===== src/rtl/i2c_rd_pkg.sv =====
package i2c_rd_pkg;
  typedef enum logic [2:0] {
    ST_IDLE, ST_START, ST_CTRL, ST_CACK, ST_DATA, ST_MACK, ST_STOP
  } rd_state_e;
  localparam logic [3:0] CTRL_CODE = 4'b1010;
  localparam int unsigned BYTE_W = 8;
endpackage


===== src/rtl/i2c_rd_qtick.sv =====
module i2c_rd_qtick #(
  parameter int unsigned DIV_W = 8
) (
  input  logic             clk_i,
  input  logic             rst_ni,
  input  logic             run_i,
  input  logic [DIV_W-1:0] div_i,
  output logic             tick_o
);
  logic [DIV_W-1:0] cnt_q;

  always_ff @(posedge clk_i or negedge rst_ni) begin
    if (!rst_ni)            cnt_q <= '0;
    else if (!run_i)        cnt_q <= div_i;
    else if (cnt_q == '0)   cnt_q <= div_i;
    else                    cnt_q <= cnt_q - DIV_W'(1);
  end

  assign tick_o = run_i && (cnt_q == '0);

  // quarter counter never exceeds the latched divider while running
  assert_cnt_range_R12: assert property (@(posedge clk_i) disable iff (!rst_ni)
    run_i && $past(run_i) |-> cnt_q <= div_i);
endmodule


===== src/rtl/i2c_rd_rxshift.sv =====
module i2c_rd_rxshift #(
  parameter int unsigned W = 8
) (
  input  logic         clk_i,
  input  logic         rst_ni,
  input  logic         shift_i,
  input  logic         bit_i,
  output logic [W-1:0] data_o
);
  always_ff @(posedge clk_i or negedge rst_ni) begin
    if (!rst_ni)      data_o <= '0;
    else if (shift_i) data_o <= {data_o[W-2:0], bit_i};
  end
endmodule


===== src/rtl/i2c_eeprom_reader.sv =====
module i2c_eeprom_reader
  import i2c_rd_pkg::*;
#(
  parameter int unsigned CNT_W = 8,
  parameter int unsigned DIV_W = 8
) (
  input  logic              clk_i,
  input  logic              rst_ni,
  input  logic              cmd_valid_i,
  input  logic [CNT_W-1:0]  byte_cnt_i,
  input  logic [2:0]        addr_hi_i,
  input  logic              dbl_addr_i,
  input  logic [DIV_W-1:0]  clk_div_i,
  input  logic              scl_i,
  input  logic              sda_i,
  output logic              busy_o,
  output logic              done_o,
  output logic              timeout_o,
  output logic [BYTE_W-1:0] rx_data_o,
  output logic              rx_valid_o,
  output logic              scl_oe_o,
  output logic              sda_oe_o
);
  localparam int unsigned BIT_W = $clog2(BYTE_W);
  localparam logic [BIT_W-1:0] MSB_IDX = BIT_W'(BYTE_W - 1);

  rd_state_e         state_q;
  logic [1:0]        q_q;
  logic [BIT_W-1:0]  bit_q;
  logic [CNT_W-1:0]  left_q;
  logic [2:0]        sel_q;
  logic [DIV_W-1:0]  div_q;
  logic              ack_ok_q;
  logic              timeout_q, done_q, rx_valid_q;
  logic [BYTE_W-1:0] rx_data_q;

  logic              tick, accept, last_byte, rx_shift;
  logic              scl_lvl, sda_lvl;
  logic [DIV_W-1:0]  div_sel;
  logic [BYTE_W-1:0] ctrl_byte, shreg;

  assign accept    = (state_q == ST_IDLE) && cmd_valid_i && (byte_cnt_i != '0);
  assign last_byte = (left_q <= CNT_W'(1));
  assign ctrl_byte = {CTRL_CODE, sel_q, 1'b1};
  assign div_sel   = (state_q == ST_IDLE) ? clk_div_i : div_q;
  assign rx_shift  = tick && (q_q == 2'd2) && (state_q == ST_DATA);

  i2c_rd_qtick #(.DIV_W(DIV_W)) u_qtick (
    .clk_i  (clk_i),
    .rst_ni (rst_ni),
    .run_i  (state_q != ST_IDLE),
    .div_i  (div_sel),
    .tick_o (tick)
  );

  i2c_rd_rxshift #(.W(BYTE_W)) u_rxshift (
    .clk_i   (clk_i),
    .rst_ni  (rst_ni),
    .shift_i (rx_shift),
    .bit_i   (sda_i),
    .data_o  (shreg)
  );

  always_ff @(posedge clk_i or negedge rst_ni) begin
    if (!rst_ni) begin
      state_q    <= ST_IDLE;
      q_q        <= '0;
      bit_q      <= '0;
      left_q     <= '0;
      sel_q      <= '0;
      div_q      <= '0;
      ack_ok_q   <= 1'b0;
      timeout_q  <= 1'b0;
      done_q     <= 1'b0;
      rx_valid_q <= 1'b0;
      rx_data_q  <= '0;
    end else begin
      done_q     <= 1'b0;
      rx_valid_q <= 1'b0;
      if (accept) begin
        state_q   <= ST_START;
        q_q       <= '0;
        left_q    <= byte_cnt_i;
        sel_q     <= dbl_addr_i ? 3'b000 : addr_hi_i;
        div_q     <= clk_div_i;
        timeout_q <= 1'b0;
      end else if (tick) begin
        q_q <= q_q + 2'd1;
        if (q_q == 2'd2 && state_q == ST_CACK) ack_ok_q <= !sda_i;
        if (q_q == 2'd3) begin
          unique case (state_q)
            ST_START: begin
              state_q <= ST_CTRL;
              bit_q   <= MSB_IDX;
            end
            ST_CTRL: begin
              if (bit_q == '0) state_q <= ST_CACK;
              else             bit_q   <= bit_q - BIT_W'(1);
            end
            ST_CACK: begin
              if (ack_ok_q) begin
                state_q <= ST_DATA;
                bit_q   <= MSB_IDX;
              end else begin
                timeout_q <= 1'b1;
                state_q   <= ST_STOP;
              end
            end
            ST_DATA: begin
              if (bit_q == '0) begin
                state_q    <= ST_MACK;
                rx_valid_q <= 1'b1;
                rx_data_q  <= shreg;
              end else begin
                bit_q <= bit_q - BIT_W'(1);
              end
            end
            ST_MACK: begin
              if (!last_byte) begin
                left_q  <= left_q - CNT_W'(1);
                state_q <= ST_DATA;
                bit_q   <= MSB_IDX;
              end else begin
                state_q <= ST_STOP;
              end
            end
            ST_STOP: begin
              state_q <= ST_IDLE;
              done_q  <= 1'b1;
            end
            default: state_q <= ST_IDLE;
          endcase
        end
      end
    end
  end

  // line levels: quarter 0/1 SCL low, 2/3 high
  always_comb begin
    scl_lvl = 1'b1;
    sda_lvl = 1'b1;
    unique case (state_q)
      ST_START: begin
        scl_lvl = (q_q != 2'd3);
        sda_lvl = (q_q == 2'd0);
      end
      ST_CTRL: begin
        scl_lvl = q_q[1];
        sda_lvl = ctrl_byte[bit_q];
      end
      ST_CACK, ST_DATA: scl_lvl = q_q[1];
      ST_MACK: begin
        scl_lvl = q_q[1];
        sda_lvl = last_byte;
      end
      ST_STOP: begin
        scl_lvl = q_q[1];
        sda_lvl = (q_q == 2'd3);
      end
      default: ;
    endcase
  end

  assign scl_oe_o   = !scl_lvl;
  assign sda_oe_o   = !sda_lvl;
  assign busy_o     = (state_q != ST_IDLE);
  assign done_o     = done_q;
  assign timeout_o  = timeout_q;
  assign rx_data_o  = rx_data_q;
  assign rx_valid_o = rx_valid_q;

  logic scl_unused;
  assign scl_unused = scl_i;

  assert_sda_edge_R4: assert property (@(posedge clk_i) disable iff (!rst_ni)
    scl_lvl && $past(scl_lvl) && (sda_lvl != $past(sda_lvl))
      |-> (state_q == ST_START || state_q == ST_STOP));
  assert_done_idle_R11: assert property (@(posedge clk_i) disable iff (!rst_ni)
    done_o |-> !busy_o);
  assert_done_pulse_R11: assert property (@(posedge clk_i) disable iff (!rst_ni)
    done_o |=> !done_o);
  assert_timeout_clear_R9: assert property (@(posedge clk_i) disable iff (!rst_ni)
    accept |=> !timeout_o);
  assert_timeout_hold_R9: assert property (@(posedge clk_i) disable iff (!rst_ni)
    timeout_o && !accept |=> timeout_o);
  assert_valid_busy_R5: assert property (@(posedge clk_i) disable iff (!rst_ni)
    rx_valid_o |-> busy_o);
  assert_zero_ignored_R10: assert property (@(posedge clk_i) disable iff (!rst_ni)
    !busy_o && cmd_valid_i && (byte_cnt_i == '0) |=> !busy_o);
endmodule


===== config.mk =====
export PLATFORM = sky130hd
export DESIGN_NAME = i2c_eeprom_reader
export DESIGN_NICKNAME = d
export VERILOG_FILES = /design/src/rtl/i2c_rd_pkg.sv /design/src/rtl/i2c_rd_qtick.sv /design/src/rtl/i2c_rd_rxshift.sv /design/src/rtl/i2c_eeprom_reader.sv
export SDC_FILE = /design/constraint.sdc
export NUM_CORES = 1
export LEC_CHECK = 0
export BUFFER_PORTS_ARGS = -buffer_cell sky130_fd_sc_hd__buf_2
export CORE_UTILIZATION = 54
export DETAILED_ROUTE_END_ITERATION = 8
export GPL_TIMING_DRIVEN = 0
export HOLD_SLACK_MARGIN = 0.06
export PLACE_DENSITY_LB_ADDON = 0.3
export SLEW_MARGIN = 5
export SYNTH_ARGS = -nofsm -noshare
export SYNTH_HDL_FRONTEND = slang
export SYNTH_HIERARCHICAL = 1
export SYNTH_SLANG_ARGS = --single-unit

===== constraint.sdc =====
create_clock -name clk_i -period 5 [get_ports clk_i]
set_clock_uncertainty 0.2 [all_clocks]
set_input_delay 1 -clock clk_i [delete_from_list [all_inputs] [get_ports clk_i]]
set_output_delay 1 -clock clk_i [all_outputs]
set_load 0.02 [all_outputs]

==> results of run 1 <==
## layout make-up
type,instances,share of cell area (%)
Sequential cell,55,40.5
Buffer,10,2.17
Multi-Input combinational cell,215,45.0
Clock buffer,5,2.03
Timing Repair Buffer,37,5.52
Clock inverter,3,0.700
Tap cell,70,2.58
Inverter,14,1.55
## per-stage QoR
stage	hold WS, ps	power, W	instance area [um^2]	utilization [%]	worst slack [ps]
6_report	281	0.00163	3400	64.5	1700
4_1_cts	288	0.00163	3400	64.4	1690
5_1_grt	315	0.00175	3400	64.5	1520
2_1_floorplan	240	0.00121	3030	-	2090
3_3_place_gp	254	0.00135	3300	62.7	2080
3_5_place_dp	263	0.00137	3300	62.7	2050
## per-layer routing
metal,vias to the layer above,GRT usage (%),part of all wire (%)
li1,1118,-,-
met1,1073,28.7,46
met5,-,0,0
met2,45,36.9,48
met3,14,3.45,3.2
met4,0,11.0,3.1
## flip-flops by register name, summed over array words and instances, names as in the netlist, 2 cells and up
| register | flops |
|---|---|
| q_q | 2 |
| sel_q | 3 |
| state_q | 3 |
| u_qtick/cnt_q | 8 |
| rx_data_o | 8 |
| bit_q | 3 |
| div_q | 8 |
| u_rxshift/data_o | 8 |
| left_q | 8 |
## cells in the final DEF (no fill, tap or decap), types with 3 or more instances in the layout
cell / count
o21ai_0: 5
a211o_1: 3
o21ai_1: 6
nor3_1: 8
nand2_1: 52
a21oi_1: 4
mux2_2: 18
nor2_1: 17
inv_1: 14
and2_1: 3
a31oi_1: 3
xor2_1: 7
nand4_1: 4
o211ai_1: 4
nand2b_1: 3
a221o_1: 3
mux2_4: 8
buf_2: 41
a211oi_1: 4
ha_1: 10
or4_1: 3
nand3_1: 7
o21ai_2: 3
dfrtp_1: 55
nand3b_1: 4
clkbuf_8: 5
xnor2_1: 4
## final timing paths
check | endpoint | slack, ps | depth (start not counted)
max in group asynchronous | div_q[1] | 3630 | 1
hold / removal | div_q[3] | 280 | 2
hold reg to reg | div_q[3] | 280 | 2
min in group asynchronous | left_q[6] | 480 | 1
setup reg to reg | state_q[0] | 2070 | 8
setup / recovery | sda_oe_o | 1700 | 7
## power by group through the flow
stage	registers [W]	clock network [W]	logic, W
finish	0.000699	0.000258	0.000671
global route	0.000715	0.000280	0.000757
CTS	0.000698	0.000264	0.000672
detailed placement	0.000706	0	0.000668
global placement	0.000697	0	0.000650
floorplan	0.000678	0	0.000528
## logic make-up after synthesis
family                     Yosys count  synth area share, %
adders and majority gates           10                 4.13
muxes                               27                 11.0
AOI/OAI and AO/OA                   46                 11.0
buffers and inverters               24                 4.17
DFF                                 55                 45.4
and+or+nand+nor                    121                 21.1
xor gates and xnor gates            11                 3.18
## critical path, cell delays in order (launching register included)
cell and delay (ps):
dfrtp_1 450, inv_1 70, ha_1 210, or2_1 250
and3_1 150, buf_2 180, a211oi_1 260, buf_2 210
==> results_dict.tcl, run 1 <==
set metrics [dict create \
    ys_seq_elements 55 \
    maxSlewHeadroom_pct 49.5 \
    clockRootBuffer "clkbuf_8" \
    multi_input_area_um2 1530 \
    grt_pass1_vias 2297 \
    timing.setup.tns_ps 0 \
    diodes 0 \
    ys_warn_count 6 \
    synth_area_per_cell_um2 10.3 \
    cp_max_fo 10 \
    initial_core_util_pct 57.5 \
    cts-resized-gates 0 \
    syn_nets 329 \
    synthArstFlopShare_pct 100 \
    yosysTopAreaCell "dfrtp_1" \
    startpoint_type "flop" \
    vias 2250 \
    cts_hold_buffers 0 \
    layout_min_cycle_time_ps 3300 \
    numPortBuffers 37 \
    cts_tree "yes" \
    clkPwrFrac_pct 15.8 \
    max_freq_ghz 0.303 \
    p_sw_w 0.000654 \
    die_x_um 76.9 \
    cap_violations 0 \
    crit_start "left_q[0]" \
    grt_max_degree 56 \
    rr_startpoint "state_q[0]" \
    antenna_left 0 \
    via_per_inst 5.50 \
    grt_pass1_wl_mm 10.4 \
    nets 373 \
    worstPathRequired_ps 3800 \
    min_from "div_q[3]" \
    arrival_ps 2100 \
    stdcell_count 409 \
    cp-end-kind "output pin" \
    setup_viol 0 \
    gr-usage-all-layers_pct 22.4 \
    post_cts_buffers 0 \
    clockBufferDepth 2 \
    gr-total-overflow 0 \
    antenna_found_initial 0 \
    avgRoutedWirePerCell_um 14.8 \
    p_leak_nw 1.60 \
    hold_viol 0 \
    switching_share_pct 40.2 \
    path_clk_slew_ps 110 \
    finalWeightedCongestion 0.836 \
    finalCritPeriodShare_pct 66.0 \
    first_iter_violations 157 \
    critPathKind "flop to output pin" \
    vdd_ir_drop_max_v 0.000283 \
    dp_hpwl_mm 4.35 \
    intPower_w 0.000973 \
    die-area_um2 5920 \
    syn_inst 294 \
    drt_wl_total_mm 6.04 \
    ys_seq_area_share_pct 45.4 \
    ys_top_cells_by_area "dfrtp_1, mux2_2, nand2_1" \
    fp-row-count 26 \
    worst_slew_pin_slew_ps 754 \
    synth_edf_count 0 \
    route.detailed.drc 0 \
    synth.distinct_cells 55 \
    seq_area_um2 1380 \
    power_frac_seq_pct 42.9 \
    status "finished clean" \
    die_h_um 76.9 \
    cts.htree.levels 2 \
    hp-class "flop to flop" \
    drive_gt1_share_pct 27.4 \
    boundaryPins 39 \
    insertion_delay_ps 320 \
    syn_area_um2 3030 \
    combPwrFrac_pct 41.2 \
    numCtsBuffers 5 \
    drv_slew 0 \
    rsz0062_at_grt "false" \
    netlist_top_cells_count "dfrtp_1, nand2_1, mux2_2" \
    synth_top_area_share_pct 45.4 \
    syn_to_final_growth_pct 12.1 \
    first_pass_iters 4 \
    cts.sinks 55 \
    power_density_nw_per_um2 479 \
    synth.most_common_cell "dfrtp_1" \
    design.core.area_um2 5270 \
    placed_cells 401 \
    n_fill_cell 453 \
    synthFlopType "dfrtp_1" \
]
Power figures use the tool's default switching activity.
==> run 2: changes to the inputs <==
--- a/config.mk
+++ b/config.mk
@@ -5,8 +5,9 @@
 export SDC_FILE = /design/constraint.sdc
 export NUM_CORES = 1
 export LEC_CHECK = 0
+export ABC_AREA = 1
 export BUFFER_PORTS_ARGS = -buffer_cell sky130_fd_sc_hd__buf_2
-export CORE_UTILIZATION = 54
+export CORE_UTILIZATION = 52
 export DETAILED_ROUTE_END_ITERATION = 8
 export GPL_TIMING_DRIVEN = 0
 export HOLD_SLACK_MARGIN = 0.06
==> constraint.sdc (replaced) <==
create_clock -name clk_i -period 3 [get_ports clk_i]
set_clock_uncertainty 0.2 [all_clocks]
set_input_delay 0.6 -clock clk_i [delete_from_list [all_inputs] [get_ports clk_i]]
set_output_delay 0.6 -clock clk_i [all_outputs]
set_load 0.02 [all_outputs]
==> run 2 against run 1 <==
Clock power rose by 77%. Cell area increased by 4.2%. Worst setup slack got worse by 1500 ps. Synthesized cell count is 45% higher. Synthesized area increased by 4.0%. Die area up 7.8%. Largest cell class unchanged. Largest power group unchanged.
==> results_dict.tcl, run 2 <==
set metrics [dict create \
    vias 2739 \
    via_per_inst 5.03 \
    drt_wl_total_mm 6.58 \
    worstPathRequired_ps 3010 \
    drv_slew 0 \
    insertion_delay_ps 320 \
    synth_edf_count 0 \
    combPwrFrac_pct 3.1 \
    gr-usage-all-layers_pct 23.3 \
    antenna_found_initial 0 \
    synth_top_area_share_pct 43.7 \
    p_leak_nw 1.91 \
    vdd_ir_drop_max_v 0.000276 \
    startpoint_type "flop" \
    cts_tree "yes" \
    intPower_w 0.000932 \
    numPortBuffers 37 \
    cts_hold_buffers 0 \
    cap_violations 0 \
    clkPwrFrac_pct 36.9 \
    routed.top_layer "met4" \
    dp_hpwl_mm 4.81 \
    dr_wl_met2_mm 3.14 \
    ys_top_cells_by_area "dfrtp_1, nand2_1, inv_1" \
    drive_gt1_share_pct 16.5 \
    cp-end-kind "flop" \
    synth.most_common_cell "nand2_1" \
    nets 506 \
    p_sw_w 0.000303 \
    power_frac_seq_pct 60.0 \
    boundaryPins 39 \
    synth_area_per_cell_um2 7.38 \
    status "finished clean" \
    synthFlopType "dfrtp_1" \
    path_clk_slew_ps 110 \
    maxSlewHeadroom_pct 54.6 \
    mostFrequentLayoutCell "nand2_1" \
    design.core.area_um2 5680 \
    n_fill_cell 512 \
    netlist_top_cells_count "nand2_1, dfrtp_1, inv_1" \
    grt_pass1_vias 2654 \
    finalWeightedCongestion 0.914 \
    worst_slew_pin_slew_ps 680 \
    cts.sinks 55 \
    arrival_ps 2800 \
    r2r_cells 13 \
    ys_seq_area_share_pct 43.7 \
    diodes 0 \
    grt_max_degree 56 \
    syn_inst 427 \
    cts.htree.levels 2 \
    max_freq_ghz 0.359 \
    yosysTopAreaCell "dfrtp_1" \
    clockBufferDepth 2 \
    grt_pass1_wl_mm 11.7 \
    post_cts_buffers 0 \
    synthArstFlopShare_pct 100 \
    die_x_um 79.9 \
    switching_share_pct 24.5 \
    setup_viol 0 \
    die_h_um 79.9 \
    finalCritPeriodShare_pct 92.8 \
    synth.distinct_cells 34 \
    layout_min_cycle_time_ps 2790 \
    syn_to_final_growth_pct 12.3 \
    power_density_nw_per_um2 349 \
    critPathKind "flop to flop" \
    layout_common_cells "nand2_1, dfrtp_1, inv_1, buf_2, nor2_1" \
    ys_seq_elements 55 \
    cts-resized-gates 0 \
    numCtsBuffers 5 \
    syn_area_um2 3150 \
    placed_area_um2 3430 \
    clockRootBuffer "clkbuf_8" \
    total_power_w 0.00124 \
    wl_met1_mm 3.15 \
    cp_max_fo 12 \
    initial_core_util_pct 55.5 \
    route.detailed.drc 0 \
    hp-class "input port to asynchronous set/reset pin" \
    antenna_left 0 \
    met3WireLength_um 235 \
    gr-total-overflow 0 \
    first_pass_iters 5 \
    first_iter_violations 179 \
    hold_viol 0 \
    timing.setup.tns_ps 0 \
    final_cell_area_um2 3540 \
    ys_warn_count 6 \
    syn_nets 462 \
    avgRoutedWirePerCell_um 12.1 \
    fp-row-count 27 \
    die-area_um2 6380 \
]
run 2: routing by layer:
metal / vias up / global-route usage, %
met2: 48 / 39.3
met3: 4 / 3.09
met5: - / 0
li1: 1416 / -
met1: 1271 / 31.2
met4: 0 / 6.43
run 2: critical path: stages (launching register included):
cell and delay (ps):
dfrtp_1 360, buf_4 190, inv_4 80, nand2_2 190
buf_2 290, inv_1 100, nor3_1 300, nand2_1 110
inv_1 240, nand2_1 90, nor2_1 250, nand2_1 160
nand2_1 80, nand2_1 50
run 2: power by group through the flow:
stage	Clock, W	Sequential [W]	Combinational [W]
global placement	0	0.000755	0.0000390
detailed placement	0	0.000755	0.0000393
finish	0.000456	0.000741	0.0000381
CTS	0.000469	0.000741	0.0000395
floorplan	0	0.000756	0.00000627
global route	0.000498	0.000741	0.0000445
run 2: path summary, 6_finish.rpt:
path	start	slack, ps	end
min in group clk_i	rx_data_o[3]	290	rx_data_o[3]
max in group asynchronous	rst_ni	2030	left_q[1]
worst min-delay path	rst_ni	120	rx_data_o[3]
worst max-delay path	state_q[2]	210	bit_q[1]
worst max register to register	state_q[2]	210	bit_q[1]
worst min register to register	rx_data_o[3]	290	rx_data_o[3]
run 2: area by class of cell:
type / count / area, um^2 / area share [%]
multi-input combinational: 310 / 1520 / 43.0
sequential: 55 / 1380 / 38.9
inverter: 54 / 206 / 5.83
timing repair buffer: 37 / 188 / 5.30
tap: 72 / 90.1 / 2.54
clock buffer: 5 / 68.8 / 1.94
buffer: 8 / 57.6 / 1.63
clock inverter: 3 / 31.3 / 0.883
run 2: logic make-up after synthesis:
kind of cell,after synthesis,synth area share [%]
simple gates,246,34.0
buf+inv,62,8.38
flops,55,43.7
compound gates,49,8.58
fa+ha+maj,10,3.97
xor+xnor,5,1.39
run 2: through the flow:
step	utilization [%]	worst slack [ps]	hold WS [ps]	instances
after floorplan	-	647	104	427
after global placement	60.4	125	255	536
after detailed placement	60.4	116	260	536
after CTS	62.1	87.7	290	544
after global routing	62.4	-3.17	174	544
final	62.4	215	116	544
==> run 3: changes to the inputs <==
--- a/config.mk
+++ b/config.mk
@@ -7,7 +7,7 @@
 export LEC_CHECK = 0
 export ABC_AREA = 1
 export BUFFER_PORTS_ARGS = -buffer_cell sky130_fd_sc_hd__buf_2
-export CORE_UTILIZATION = 52
+export CORE_UTILIZATION = 54
 export DETAILED_ROUTE_END_ITERATION = 8
 export GPL_TIMING_DRIVEN = 0
 export HOLD_SLACK_MARGIN = 0.06
==> constraint.sdc (replaced) <==
create_clock -name clk_i -period 3.4 [get_ports clk_i]
set_clock_uncertainty 0.2 [all_clocks]
set_input_delay 0.68 -clock clk_i [delete_from_list [all_inputs] [get_ports clk_i]]
set_output_delay 0.68 -clock clk_i [all_outputs]
set_load 0.02 [all_outputs]
==> run 3 against run 2 <==
Count of clock-buffer cells in the layout stayed put. Total power down 6.6%. Hold slack better by 74 ps. Clock power increased by 2%. Critical endpoint is now rx_data_o[4]. Highest routed layer unchanged. Wire length is 4.3% higher. Maximum frequency is 5.4% lower. Cell area is 0.21% higher. First-iteration DRC count is 35% lower. Final cell count is the same.
==> results_dict.tcl, run 3 (same netlist as run 2, synthesis figures left out) <==
set metrics [dict create \
    status "finished clean" \
    cts-resized-gates 0 \
    drive_gt1_share_pct 16.3 \
    post_cts_buffers 0 \
    cp_max_fo 12 \
    cts.htree.levels 2 \
    clkPwrFrac_pct 40.4 \
    design.core.area_um2 5570 \
    crit_top_cell "nand2_1" \
    hold_viol 0 \
    grt_max_degree 56 \
    cts_hold_buffers 0 \
    rsz0062_at_grt "false" \
    clockRootBuffer "clkbuf_8" \
    nets 506 \
    worstPathRequired_ps 3460 \
    die-area_um2 6150 \
    p_leak_nw 1.93 \
    fin_util_pct 63.7 \
    startpoint_type "flop" \
    path_delay_family "simple AND/OR/NAND/NOR gates" \
    layout_common_cells "nand2_1, dfrtp_1, inv_1, buf_2, nor2_1" \
    mostFrequentLayoutCell "nand2_1" \
    diodes 0 \
    die_x_um 78.4 \
    crit_start "state_q[2]" \
    cp-endpoint "rx_data_o[4]" \
    cts.sinks 55 \
    arrival_ps 3010 \
    layout_min_cycle_time_ps 2940 \
    syn_to_final_growth_pct 12.6 \
    seq_area_um2 1380 \
    cts_tree "yes" \
    finalWeightedCongestion 0.931 \
    boundaryPins 39 \
    dp_hpwl_mm 4.91 \
    holdWs_ps 190 \
    path_buf_inv 6 \
    maxSlewHeadroom_pct 54.4 \
    cp.depth 12 \
    insertion_delay_ps 320 \
    initial_core_util_pct 56.5 \
    intPower_w 0.000893 \
    clockBufferDepth 2 \
    grt_pass1_vias 2747 \
    route.detailed.drc 0 \
    antenna_left 0 \
    cp-end-kind "flop" \
    vias 2778 \
    r2r_cells 12 \
    max_freq_ghz 0.340 \
    drv_slew 0 \
    die_h_um 78.4 \
    numCtsBuffers 5 \
    multi_input_area_um2 1510 \
    avgRoutedWirePerCell_um 12.6 \
    setup_viol 0 \
    worst_slew_pin_slew_ps 683 \
    path_clk_slew_ps 110 \
    numPortBuffers 37 \
    cap_violations 0 \
    vdd_ir_drop_max_v 0.000222 \
    cpPeakStageDelay_ps 360 \
    p_sw_w 0.000261 \
    gr-total-overflow 0 \
    finalCritPeriodShare_pct 86.6 \
    first_iter_violations 116 \
    worstPathCellList "buf_4 -> inv_4 -> nand2_1 -> buf_2 -> inv_1 -> nor3_1 -> nand2_1 -> inv_1 -> nand4_2 -> clkinv_1 -> nand2_1 -> nand2_1" \
    total_power_w 0.00115 \
    hp-class "input port to asynchronous set/reset pin" \
    timing.setup.tns_ps 0 \
    crit_slowest_cell "dfrtp_1" \
    critPathKind "flop to flop" \
    drt_wl_total_mm 6.86 \
    via_per_inst 5.11 \
    grt_pass1_wl_mm 12.1 \
    combPwrFrac_pct 2.9 \
    gr-usage-all-layers_pct 25.0 \
    r2r_end "rx_data_o[4]" \
    rr_startpoint "state_q[2]" \
    antenna_found_initial 0 \
    switching_share_pct 22.6 \
    fp-row-count 27 \
    n_fill_cell 522 \
    power_density_nw_per_um2 325 \
    first_pass_iters 4 \
    ff2ff_setup_slack_ps 460 \
    power_frac_seq_pct 56.6 \
]
run 3: changes by cell type in the layout (fill, tap and decap cells not counted):
cell	change
nand4_4	-1
inv_6	+1
inv_8	-1
nand2_1	+1
nand4_2	+1
bufinv_16	+1
clkinv_4	-1
nand2_2	-1
run 3: per-layer routing:
layer	part of all wire (%)	up-vias	GRT usage [%]
li1	-	1424	-
met1	46	1291	32.5
met2	49	47	42.1
met3	2.6	16	3.84
met4	2.4	0	9.44
met5	0	-	0
run 3: power by group through the flow:
stage                     combinational, W  sequential, W  clock [W]
after CTS                        0.0000350       0.000654   0.000478
after global routing             0.0000402       0.000654   0.000501
after detailed placement         0.0000348       0.000667          0
final                            0.0000340       0.000654   0.000466
after global placement           0.0000345       0.000667          0
after floorplan                 0.00000554       0.000667          0
run 3: how the worst min path moves through the flow:
stage                                  end  slack [ps]  cells after the start
after floorplan                   ack_ok_q         180                      0
after global placement    u_qtick/cnt_q[0]         260                      1
after detailed placement      rx_data_o[3]         260                      2
after CTS                     rx_data_o[3]         290                      2
after global routing             left_q[0]         250                      1
final                            left_q[0]         190                      1
run 3: final cells by class:
cell class                 instances  share of cell area (%)
tap                               72                    2.54
timing repair buffer              37                    5.29
buffer                             8                    1.62
clock inverter                     3                    1.41
multi-input combinational        310                    42.6
sequential                        55                    38.8
clock buffer                       5                    1.94
inverter                          54                    5.82
run 3: through the flow:
step           setup WS, ps  cells  cell area, um^2
6_report                456    544             3550
5_1_grt                 233    544             3550
4_1_cts                 464    544             3550
3_5_place_dp            500    536             3430
3_3_place_gp            534    536             3430
2_1_floorplan          1040    427             3150
